**config.mk**
```make
export PLATFORM = sky130hd
export DESIGN_NAME = dbgh_ctrl
export DESIGN_NICKNAME = d
export VERILOG_FILES = /design/src/rtl/dbgh_pkg.sv /design/src/rtl/dbgh_phase_div.sv /design/src/rtl/dbgh_timeout.sv /design/src/rtl/dbgh_ctrl.sv
export SDC_FILE = /design/constraint.sdc
export NUM_CORES = 1
export LEC_CHECK = 0
export CORE_MARGIN = 2
export CORE_UTILIZATION = 50
export DETAILED_ROUTE_END_ITERATION = 10
export DONT_BUFFER_PORTS = 1
export PLACE_DENSITY = 0.8
export SYNTH_ARGS = -nofsm -noshare
export SYNTH_HDL_FRONTEND = slang
export SYNTH_SLANG_ARGS = --single-unit
```
**constraint.sdc**
```tcl
create_clock -name clk -period 2 [get_ports clk]
set_clock_uncertainty 0.1 [all_clocks]
set_input_delay 0.3 -clock clk [delete_from_list [all_inputs] [get_ports clk]]
set_output_delay 0.3 -clock clk [all_outputs]
set_load 0.02 [all_outputs]
```
**src/rtl/dbgh_pkg.sv**
```systemverilog
package dbgh_pkg;
    typedef enum logic [2:0] {
        ST_IDLE,
        ST_FORCE,
        ST_TAG_WAIT,
        ST_TAG_LOW,
        ST_SH_LO,
        ST_SH_HI,
        ST_WAIT_DSO
    } dbgh_state_e;
endpackage

```
**src/rtl/dbgh_phase_div.sv**
```systemverilog
module dbgh_phase_div #(
    parameter int DIV_W = 4
) (
    input  logic             clk,
    input  logic             rst_n,
    input  logic             restart,
    input  logic             run,
    input  logic [DIV_W-1:0] half,
    output logic             phase_end
);
    logic [DIV_W-1:0] cnt_d, cnt_q;

    // a phase ends once the counter has spent half+1 clocks in it
    assign phase_end = run && (cnt_q == half);

    always_comb begin
        cnt_d = cnt_q;
        if (restart || phase_end) begin
            cnt_d = '0;
        end else if (run) begin
            cnt_d = cnt_q + 1'b1;
        end
    end

    always_ff @(posedge clk or negedge rst_n) begin
        if (!rst_n) cnt_q <= '0;
        else        cnt_q <= cnt_d;
    end
endmodule

```
**src/rtl/dbgh_timeout.sv**
```systemverilog
module dbgh_timeout #(
    parameter int LIMIT = 1000,
    localparam int CNT_W = $clog2(LIMIT + 1)
) (
    input  logic clk,
    input  logic rst_n,
    input  logic run,
    output logic expire
);
    logic [CNT_W-1:0] cnt_d, cnt_q;

    assign expire = run && (cnt_q == CNT_W'(LIMIT - 1));

    always_comb begin
        cnt_d = '0;
        if (run && !expire) cnt_d = cnt_q + 1'b1;
    end

    always_ff @(posedge clk or negedge rst_n) begin
        if (!rst_n) cnt_q <= '0;
        else        cnt_q <= cnt_d;
    end

    AST_TMO_BOUND: assert property (@(posedge clk) disable iff (!rst_n)
        cnt_q <= CNT_W'(LIMIT - 1));
endmodule

```
**src/rtl/dbgh_ctrl.sv**
```systemverilog
module dbgh_ctrl
    import dbgh_pkg::*;
#(
    parameter int FRAME_W = 17,
    parameter int DIV_W   = 4,
    parameter int TMO_CYC = 1000
) (
    input  logic               clk,
    input  logic               rst_n,
    input  logic               cmd_valid,
    input  logic               cmd_force,
    input  logic               cmd_tag,
    input  logic [FRAME_W-1:0] cmd_data,
    input  logic [DIV_W-1:0]   cfg_half,
    input  logic               bus_cyc,
    input  logic               freeze,
    input  logic               dso,
    output logic               bkpt_clk_n,
    output logic               dsi,
    output logic [FRAME_W-1:0] rx_data,
    output logic               busy,
    output logic               done,
    output logic               timeout
);
    localparam int BIT_W = $clog2(FRAME_W);
    localparam logic [BIT_W-1:0] LAST_BIT = BIT_W'(FRAME_W - 1);

    typedef struct packed {
        dbgh_state_e        st;
        logic               line;
        logic               dsi;
        logic [FRAME_W-1:0] tx;
        logic [FRAME_W-1:0] rx;
        logic [BIT_W-1:0]   bitn;
        logic               dso_ref;
        logic               cyc;
        logic               busy;
        logic               done;
        logic               tmo;
    } regs_t;

    localparam regs_t REGS_RST = '{
        st: ST_IDLE, line: 1'b1, dsi: 1'b0, tx: '0, rx: '0, bitn: '0,
        dso_ref: 1'b0, cyc: 1'b0, busy: 1'b0, done: 1'b0, tmo: 1'b0
    };

    regs_t r_d, r_q;
    logic  accept;
    logic  phase_end;
    logic  tmo_expire;

    assign accept = (r_q.st == ST_IDLE) && cmd_valid;

    dbgh_phase_div #(.DIV_W(DIV_W)) u_div (
        .clk       (clk),
        .rst_n     (rst_n),
        .restart   (accept),
        .run       ((r_q.st == ST_SH_LO) || (r_q.st == ST_SH_HI)),
        .half      (cfg_half),
        .phase_end (phase_end)
    );

    dbgh_timeout #(.LIMIT(TMO_CYC)) u_tmo (
        .clk    (clk),
        .rst_n  (rst_n),
        .run    (r_q.st == ST_WAIT_DSO),
        .expire (tmo_expire)
    );

    always_comb begin
        r_d      = r_q;
        r_d.done = 1'b0;
        r_d.cyc  = bus_cyc;
        unique case (r_q.st)
            ST_IDLE: begin
                if (cmd_valid) begin
                    r_d.tmo  = 1'b0;
                    r_d.busy = 1'b1;
                    if (cmd_force) begin
                        r_d.st   = ST_FORCE;
                        r_d.line = 1'b0;
                    end else if (cmd_tag) begin
                        r_d.st = ST_TAG_WAIT;
                    end else begin
                        r_d.st   = ST_SH_LO;
                        r_d.line = 1'b0;
                        r_d.dsi  = cmd_data[FRAME_W-1];
                        r_d.tx   = cmd_data << 1;
                        r_d.bitn = '0;
                    end
                end
            end
            ST_FORCE: begin
                if (freeze) begin
                    r_d.st   = ST_IDLE;
                    r_d.line = 1'b1;
                    r_d.busy = 1'b0;
                    r_d.done = 1'b1;
                end
            end
            ST_TAG_WAIT: begin
                if (bus_cyc && !r_q.cyc) begin
                    r_d.st   = ST_TAG_LOW;
                    r_d.line = 1'b0;
                end
            end
            ST_TAG_LOW: begin
                if (!bus_cyc) begin
                    r_d.st   = ST_IDLE;
                    r_d.line = 1'b1;
                    r_d.busy = 1'b0;
                    r_d.done = 1'b1;
                end
            end
            ST_SH_LO: begin
                if (phase_end) begin
                    r_d.line = 1'b1;
                    r_d.rx   = {r_q.rx[FRAME_W-2:0], dso};
                    if (r_q.bitn == LAST_BIT) begin
                        r_d.st      = ST_WAIT_DSO;
                        r_d.dso_ref = dso;
                    end else begin
                        r_d.st = ST_SH_HI;
                    end
                end
            end
            ST_SH_HI: begin
                if (phase_end) begin
                    r_d.st   = ST_SH_LO;
                    r_d.line = 1'b0;
                    r_d.dsi  = r_q.tx[FRAME_W-1];
                    r_d.tx   = r_q.tx << 1;
                    r_d.bitn = r_q.bitn + 1'b1;
                end
            end
            ST_WAIT_DSO: begin
                if (dso != r_q.dso_ref) begin
                    r_d.st   = ST_IDLE;
                    r_d.busy = 1'b0;
                    r_d.done = 1'b1;
                end else if (tmo_expire) begin
                    r_d.st   = ST_IDLE;
                    r_d.busy = 1'b0;
                    r_d.tmo  = 1'b1;
                end
            end
            default: r_d = REGS_RST;
        endcase
    end

    always_ff @(posedge clk or negedge rst_n) begin
        if (!rst_n) r_q <= REGS_RST;
        else        r_q <= r_d;
    end

    assign bkpt_clk_n = r_q.line;
    assign dsi        = r_q.dsi;
    assign rx_data    = r_q.rx;
    assign busy       = r_q.busy;
    assign done       = r_q.done;
    assign timeout    = r_q.tmo;

    AST_DSI_STABLE_HIGH: assert property (@(posedge clk) disable iff (!rst_n)
        (r_q.line && $past(r_q.line)) |-> $stable(r_q.dsi));
    AST_WAIT_LINE_HIGH: assert property (@(posedge clk) disable iff (!rst_n)
        (r_q.st == ST_WAIT_DSO) |-> r_q.line);
    AST_TAG_FOLLOWS_CYC: assert property (@(posedge clk) disable iff (!rst_n)
        (r_q.st == ST_TAG_LOW) |-> $past(bus_cyc));
    AST_FORCE_RELEASE: assert property (@(posedge clk) disable iff (!rst_n)
        ((r_q.st == ST_FORCE) && freeze) |=> (r_q.line && done));
    AST_DONE_PULSE: assert property (@(posedge clk) disable iff (!rst_n)
        done |=> !done);
    AST_TMO_IDLE: assert property (@(posedge clk) disable iff (!rst_n)
        $rose(r_q.tmo) |-> (!busy && !done));
endmodule

```
==> reports/results.txt, run 1 <==
final worst path period need: 2080 ps
slew margin rel.: 73.4%
status: finished, violations left
dpl cells: 393
CP Data Required Time: 2130 ps
FP Rows: 30
Synth Register Bits: 62
most frequent cells in the layout: dfrtp_1 (61), a31oi_1 (35), nand3_1 (26)
grt ovf: 0
IO buf count: 0
Layout Cells excl Fill: 416
Arr. time, crit path: 2210 ps
Critical Path, Cell by Cell: xor2_2 > or4_4 > a21oi_4 > buf_12 > mux2_2
final slew viol count: 0
final hold violation count: 0
worst-margin pin slew: 399 ps
failing checks: negative setup slack
overall die width: 86.4 um
DR vias/cell: 6.13
share of cells above drive strength 1: 24.1%
top_reg_cell synth: dfrtp_1
largest net degree at the start of global routing: 63
Post-CTS Setup Bufs: 0
DRC viols: 0
Synthesis Warnings: 0
syn nets: 359
initial antenna violation count: 0
worst vdd ir: 0.000685 V
DIE AREA: 7470 um2
first-pass GRT wire length: 12.1 mm
sequential-to-total area share from yosys stat: 45.7%
post-synthesis xor/xnor area fraction: 4.12%
Leak: 1.67 nW
nets: 364
number of routed nets with antenna violations: 0
largest family of logic cells by synthesized area: compound AO/OA/AOI/OAI gates
mean post-synth cell area: 10.4 um2
Hold Path Class: input pin to flip-flop
clock tree from TritonCTS: built
worst-skew pair later-pin latency: 350 ps
mux contribution to synthesized area: 5.93%
post-synthesis cell area: 3400 um2
vias in the first global route: 2474
Synth-to-Final Area Change: 13.1%
unrepaired setup endpoints after global routing: true
Worst setup EP type: flip-flop
Synth top area share: 44.9%
# diodes: 0
IO Pins: 51
initial core utilization: 50.9%
crit path buf inv count: 1
H-tree depth: 3
Core ar.: 6680 um2
# clock sinks: 62
via count: 2551
Synth Area in Compound Gates: 18.7%
synthesized instance count: 326
Final Cycle Share: 104%
clk root buf: clkbuf_8
global-route usage over all layers: 20.9%
First-pass DRT Iterations: 4
wire per inst: 17.0 um
PnR worst setup slack: -80.8 ps
slowest CP cell: or4_4
dominant cell type by area after synthesis: dfrtp_1
max incr delay on CP: 590 ps
top cells by area, synth: dfrtp_1 (45%), a31oi_1 (6.4%), mux2_2 (5.6%)
Final TNS setup: -1020 ps
delay-heaviest family, CP: simple AND/OR/NAND/NOR gates
Synth Area in Adders: 1.47%
number of synthesized flops with an enable pin: 0
Die Y: 86.4 um
CTS clk-pin slew, worst paths: 70 ps
WS Path Type: flip-flop to flip-flop
max cap viols: 0
commonest non-fill, non-tap cell in the layout: dfrtp_1
CP Launch Type: flip-flop
Cell variety after synth: 56
placer's final routability congestion estimate: 0.889
Routed WL: 7.09 mm
detailed-placement wirelength estimate: 4.75 mm
Core Util, Final: 57.5%
Async S/R FF share, synth: 100%
worst-case clock buffer depth: 2
dpl ws: -71.6 ps
pwr/cell area: 1340 nW/um2
setup violators final: 21
Max Fclk: 481 MHz
CP Max Fanout: 17
TritonCTS Buffers: 9
1st-iter DRT viols: 113
Synth Area in Simple Gates: 14.9%
==> per-layer routing <==
layer	track usage [%]	vias up	wire (um)
met4	6.96	0	93
li1	-	1207	-
met5	0	-	0
met3	8.29	11	572
met2	30.6	101	3260
met1	28.4	1232	3160
==> report_power, final <==
group	internal, mW	total, mW	switching, mW
Clock	0.705	1.24	0.531
Sequential	1.55	1.84	0.293
Combinational	1.02	2.08	1.06
==> path summary, 6_finish.rpt <==
path / startpoint / end / slack (ps) / cells after the start
min: dso / rx_data[0] / 20 / 2
max: u_div.cnt_q[2] / r_q[43] / -80 / 5
max in group asynchronous: rst_n / bkpt_clk_n / 1070 / 2
min reg2reg: r_q[40] / r_q[40] / 420 / 1
min in group asynchronous: rst_n / rx_data[7] / 420 / 2
max reg2reg: u_div.cnt_q[2] / r_q[43] / -80 / 5
==> per-stage QoR <==
stage | hold slack, ps | cell area [um2] | total power, mW
after global placement | -93.3 | 3510 | 3.75
after global routing | 21.4 | 3840 | 5.50
after CTS | 3.51 | 3810 | 5.12
after floorplan | -95.6 | 3420 | 3.29
after detailed placement | -93.8 | 3510 | 3.83
final | 22.1 | 3840 | 5.15
==> cells by family (layout without fill, tap and decap cells) <==
group           Yosys count  count (layout)
simple gates             92              92
compound gates           84              84
flops                    62              62
buf+inv                  50              60
mux                      18              18
xor+xnor                 16              16
fa+ha+maj                 4               4
==> what timing repair did <==
action,in CTS,in global routing
endpoints found under the hold margin,66,0
gates resized for setup,0,2
hold buffers,6,0
pin swaps,0,3
endpoints found under the setup margin,16,35
gates cloned,0,1
==> state kept, by name, summed over array words and instances, names as in the netlist <==
| name | count |
|---|---|
| rx_data | 17 |
| u_tmo.cnt_q | 10 |
| r_q | 26 |
| timeout | 1 |
| bkpt_clk_n | 1 |
| u_div.cnt_q | 4 |
| done | 1 |
| dsi | 1 |
| busy | 1 |
==> Yosys cell counts, drive strengths merged, types with 5 or more instances <==
cell    count
nor2       19
nand2      13
inv        11
a31oi      35
xnor2       5
dfrtp      61
mux2       17
o21ai       6
a22o       17
buf        25
clkbuf     14
nand3      26
xor2       11
==> final cells by class <==
type                            instances  area, um2
Fill cell                             557       2840
Tap cell                               80        100
Inverter                               11       41.3
Sequential cell                        62       1550
Clock buffer                            9        124
Clock inverter                          7       97.6
Timing Repair Buffer                   33        348
Multi-Input combinational cell        214       1580
No activity file was read; power rests on OpenSTA's default activity.
==> run 2, diff against run 1 <==
- CORE_ASPECT_RATIO: unset -> 0.6
- CORE_MARGIN: 2 -> 4
==> run 2 against run 1 <==
Effect of this change: the flow still finishes with violations (negative setup slack); via count increased by 0.90%; largest power group unchanged; routed wire length increased by 11%; largest cell class unchanged; worst hold slack improved by 8.7 ps; final area increased by 0.78%.
==> reports/results.txt, run 2 (same netlist as run 1, synthesis figures left out) <==
max reg flops: 26
IO buf count: 0
number of routed nets with antenna violations: 0
final worst path period need: 2070 ps
pwr/cell area: 1410 nW/um2
clk root buf: clkbuf_16
DRC viols: 0
Register Area: 1550 um2
H-tree depth: 3
Synth-to-Final Area Change: 14.0%
nets: 362
DIE AREA: 8220 um2
FP Rows: 22
first-pass GRT wire length: 13.0 mm
area of the multi-input gates: 1590 um2
1st-iter DRT viols: 324
slew margin rel.: 68.2%
Hold Path Class: input pin to flip-flop
status: finished, violations left
wire per inst: 18.8 um
unrepaired setup endpoints after global routing: true
detailed-placement wirelength estimate: 5.45 mm
initial antenna violation count: 0
max cap viols: 0
TritonCTS Buffers: 9
final hold violation count: 0
clock tree from TritonCTS: built
area post-placement: 3510 um2
worst-skew pair later-pin latency: 320 ps
share of cells above drive strength 1: 23.1%
WS Path Type: flip-flop to flip-flop
total power: 5.47 mW
CTS clk-pin slew, worst paths: 50 ps
Routed WL: 7.88 mm
DR vias/cell: 6.16
worst vdd ir: 0.000730 V
initial core utilization: 53.4%
vias in the first global route: 2510
Final Cycle Share: 104%
overall die width: 114 um
CP Max Fanout: 18
Worst setup EP type: flip-flop
First-pass DRT Iterations: 5
Arr. time, crit path: 2180 ps
via count: 2574
CP Data Required Time: 2100 ps
setup violators final: 16
Core ar.: 6360 um2
largest net degree at the start of global routing: 63
dpl ws: -77.1 ps
Max Fclk: 482 MHz
grt ovf: 0
most frequent cells in the layout: dfrtp_1 (61), a31oi_1 (35), nand3_1 (25)
Design Area, Final: 3870 um2
placer's final routability congestion estimate: 0.861
# clock sinks: 62
Leak: 1.68 nW
commonest non-fill, non-tap cell in the layout: dfrtp_1
PnR worst setup slack: -73.7 ps
worst-case clock buffer depth: 2
failing checks: negative setup slack
Top reg by flops: r_q
CP Launch Type: flip-flop
Fillers: 518
final slew viol count: 0
worst-margin pin slew: 477 ps
global-route usage over all layers: 20.0%
Core Util, Final: 60.9%
Die Y: 71.9 um
# diodes: 0
IO Pins: 51
==> run 2: cell count changes in the layout (fill, tap and decap cells not counted), sizes merged <==
cell and delta:
clkinv -2, clkbuf +5, inv -1, bufinv -1
buf +2, clkinvlp -2, dlygate4sd3 -3
==> run 2: worst paths after layout <==
kind | from | to | slack [ps] | depth (start not counted)
min in group asynchronous | rst_n | r_q[3] | 400 | 2
min reg2reg | r_q[37] | r_q[37] | 410 | 1
max reg2reg | u_div.cnt_q[2] | r_q[34] | -70 | 5
max in group asynchronous | rst_n | bkpt_clk_n | 1090 | 2
min | cmd_valid | busy | 30 | 1
max | u_div.cnt_q[2] | r_q[34] | -70 | 5
==> run 2: metrics by stage <==
| stage | setup TNS (ps) | std cells | hold slack, ps |
|---|---|---|---|
| after global routing | -2720 | 418 | 15.6 |
| after floorplan | -543 | 326 | -95.6 |
| after detailed placement | -945 | 397 | -93.8 |
| after CTS | -1160 | 416 | 8.60 |
| after global placement | -266 | 397 | -93.7 |
| final | -962 | 418 | 30.8 |
==> run 2: power by group <==
| group | internal [mW] | switching [mW] | leakage (nW) |
|---|---|---|---|
| Clock | 0.966 | 0.500 | 0.132 |
| Sequential | 1.55 | 0.287 | 0.835 |
| Combinational | 1.03 | 1.13 | 0.717 |
==> run 2: cell type report <==
cell class / count / area share, %
Multi-Input combinational cell: 214 / 41.0
Clock inverter: 1 / 0.775
Timing Repair Buffer: 31 / 7.95
Sequential cell: 62 / 40.1
Inverter: 11 / 1.07
Clock buffer: 15 / 6.40
Tap cell: 84 / 2.71
==> run 2: critical path, cell delays in order (launching register included) <==
cell and delay (ps):
dfrtp_1 410, xor2_2 170, or4_4 590, a21oi_4 170, buf_12 170, mux2_2 340
==> run 2: metal layers <==
metal / part of all wire [%] / routed length [um] / global-route usage (%)
met1: 45 / 3550 / 28.3
met3: 11 / 840 / 8.02
met2: 44 / 3440 / 28.8
met4: 0.55 / 43 / 4.35
met5: 0 / 0 / 0
==> run 2: timing repair <==
action                                 CTS  global route
buffers inserted                         0             2
setup endpoints to repair               33            42
pin swaps                                0             3
endpoints found under the hold margin   63             0
hold buffers                             3             0
gates resized for setup                  3             2
==> run 3, diff against run 2 <==
- CORE_ASPECT_RATIO: 0.6 -> 1.2
==> run 3 against run 2 <==
Effect of this change: the run still ends with negative setup slack left; maximum frequency rose by 0.73%; final cell count up 0.72%; die area decreased by 0.46%; routed wire length decreased by 9.5%; flip-flop and latch count did not move; non-clock buffer count rose by 2; critical path type unchanged; largest power group unchanged.
==> reports/results.txt, run 3 (same netlist as run 1, synthesis figures left out) <==
status: finished, violations left
failing checks: negative setup slack
# clock sinks: 62
pwr/cell area: 1310 nW/um2
nets: 364
Design Area, Final: 3780 um2
most frequent cells in the layout: dfrtp_1 (61), a31oi_1 (35), nand3_1 (26)
Leak: 1.65 nW
slew margin rel.: 69.0%
final hold violation count: 0
max reg flops: 26
vias in the first global route: 2491
initial core utilization: 52.1%
Top reg by flops: r_q
Cell Int Power: 3.15 mW
via count: 2521
worst-skew pair later-pin latency: 340 ps
largest net degree at the start of global routing: 63
initial antenna violation count: 0
Routed WL: 7.13 mm
sequential share of power: 37.1%
CP Launch Type: flip-flop
WS Path Type: flip-flop to flip-flop
detailed-placement wirelength estimate: 4.88 mm
commonest non-fill, non-tap cell in the layout: dfrtp_1
final slew viol count: 0
Core ar.: 6530 um2
# diodes: 0
overall die width: 83.3 um
grt ovf: 0
Synth-to-Final Area Change: 11.3%
CP Data Required Time: 2120 ps
max incr delay on CP: 600 ps
wire per inst: 16.9 um
IO Pins: 51
total power: 4.96 mW
CP Max Fanout: 18
Worst setup EP type: flip-flop
part of the power in the clock network: 20.7%
dpl cells: 400
dpl ws: -67.6 ps
worst-case clock buffer depth: 2
DIE AREA: 8180 um2
TritonCTS Buffers: 9
1st-iter DRT viols: 111
share of cells above drive strength 1: 23.8%
clock tree from TritonCTS: built
FP Rows: 32
global-route usage over all layers: 18.0%
number of routed nets with antenna violations: 0
DR vias/cell: 5.99
First-pass DRT Iterations: 4
Combinational Power Share: 42.2%
final worst path period need: 2060 ps
IO buf count: 0
sw power: 1.81 mW
CTS clk-pin slew, worst paths: 60 ps
slowest CP cell: or4_4
Die Y: 98.3 um
setup violators final: 16
clk root buf: clkbuf_8
unrepaired setup endpoints after global routing: true
Layout Cells excl Fill: 421
switching part of the total power: 36.6%
Post-CTS Setup Bufs: 0
Core Util, Final: 58.0%
placer's final routability congestion estimate: 0.778
worst-margin pin slew: 465 ps
Final Cycle Share: 103%
Max Fclk: 486 MHz
area post-placement: 3520 um2
first-pass GRT wire length: 12.0 mm
Hold Path Class: input pin to flip-flop
PnR worst setup slack: -58.7 ps
worst vdd ir: 0.000863 V
DRC viols: 0
H-tree depth: 3
Critical Path, Cell by Cell: xor2_2 > or4_4 > a21oi_4 > buf_12 > mux2_2
Arr. time, crit path: 2180 ps
max cap viols: 0
-- run 3: layout make-up --
cell class / instances / area, um2
Inverter: 11 / 41.3
Sequential cell: 62 / 1550
Tap cell: 85 / 106
Fill cell: 543 / 2740
Multi-Input combinational cell: 214 / 1580
Clock buffer: 12 / 135
Clock inverter: 4 / 47.5
Timing Repair Buffer: 33 / 319
-- run 3: routing by layer --
layer,global-route usage [%],part of all wire (%),vias up
li1,-,-,1201
met1,22.1,42,1232
met2,28.6,50,74
met3,5.65,6.6,14
met4,9.18,1.8,0
met5,0,0,-
-- run 3: through the flow --
stage | setup TNS (ps) | hold WS, ps
detailed placement | -822 | -93.5
global route | -1750 | 26.9
global placement | -396 | -92.5
floorplan | -543 | -95.6
CTS | -925 | 9.74
finish | -722 | 26.5
-- run 3: timing repair --
item                                    CTS  global route
cloned                                    0             1
hold endpoints to repair                 64             0
endpoints found under the setup margin   16            21
hold buffers                              4             0
gates resized for setup                   1             3
-- run 3: critical path: cells and delay by family (launching register included) --
kind,cells,cell delay (ps)
and+or+nand+nor,1,600
muxes,1,340
buffers and inverters,1,170
AOI/OAI and AO/OA,1,170
xor gates and xnor gates,1,160
DFF,1,400
-- run 3: path summary, 6_finish.rpt --
check	endpoint	cells past startpoint	start	slack (ps)
setup / recovery	r_q[30]	5	u_div.cnt_q[2]	-60
hold / removal	r_q[4]	1	dso	30
min in group asynchronous	u_tmo.cnt_q[6]	2	rst_n	380
max in group asynchronous	bkpt_clk_n	2	rst_n	1100
hold reg to reg	u_tmo.cnt_q[0]	1	u_tmo.cnt_q[0]	380
setup reg to reg	r_q[30]	5	u_div.cnt_q[2]	-60
-- run 3: power by group through the flow --
| stage | clock, mW | combinational (mW) | sequential, mW |
|---|---|---|---|
| detailed placement | 0 | 2.02 | 1.86 |
| finish | 1.03 | 2.09 | 1.84 |
| CTS | 1.05 | 2.07 | 1.84 |
| global placement | 0 | 1.95 | 1.84 |
| global route | 1.11 | 2.29 | 1.88 |
| floorplan | 0 | 1.51 | 1.78 |
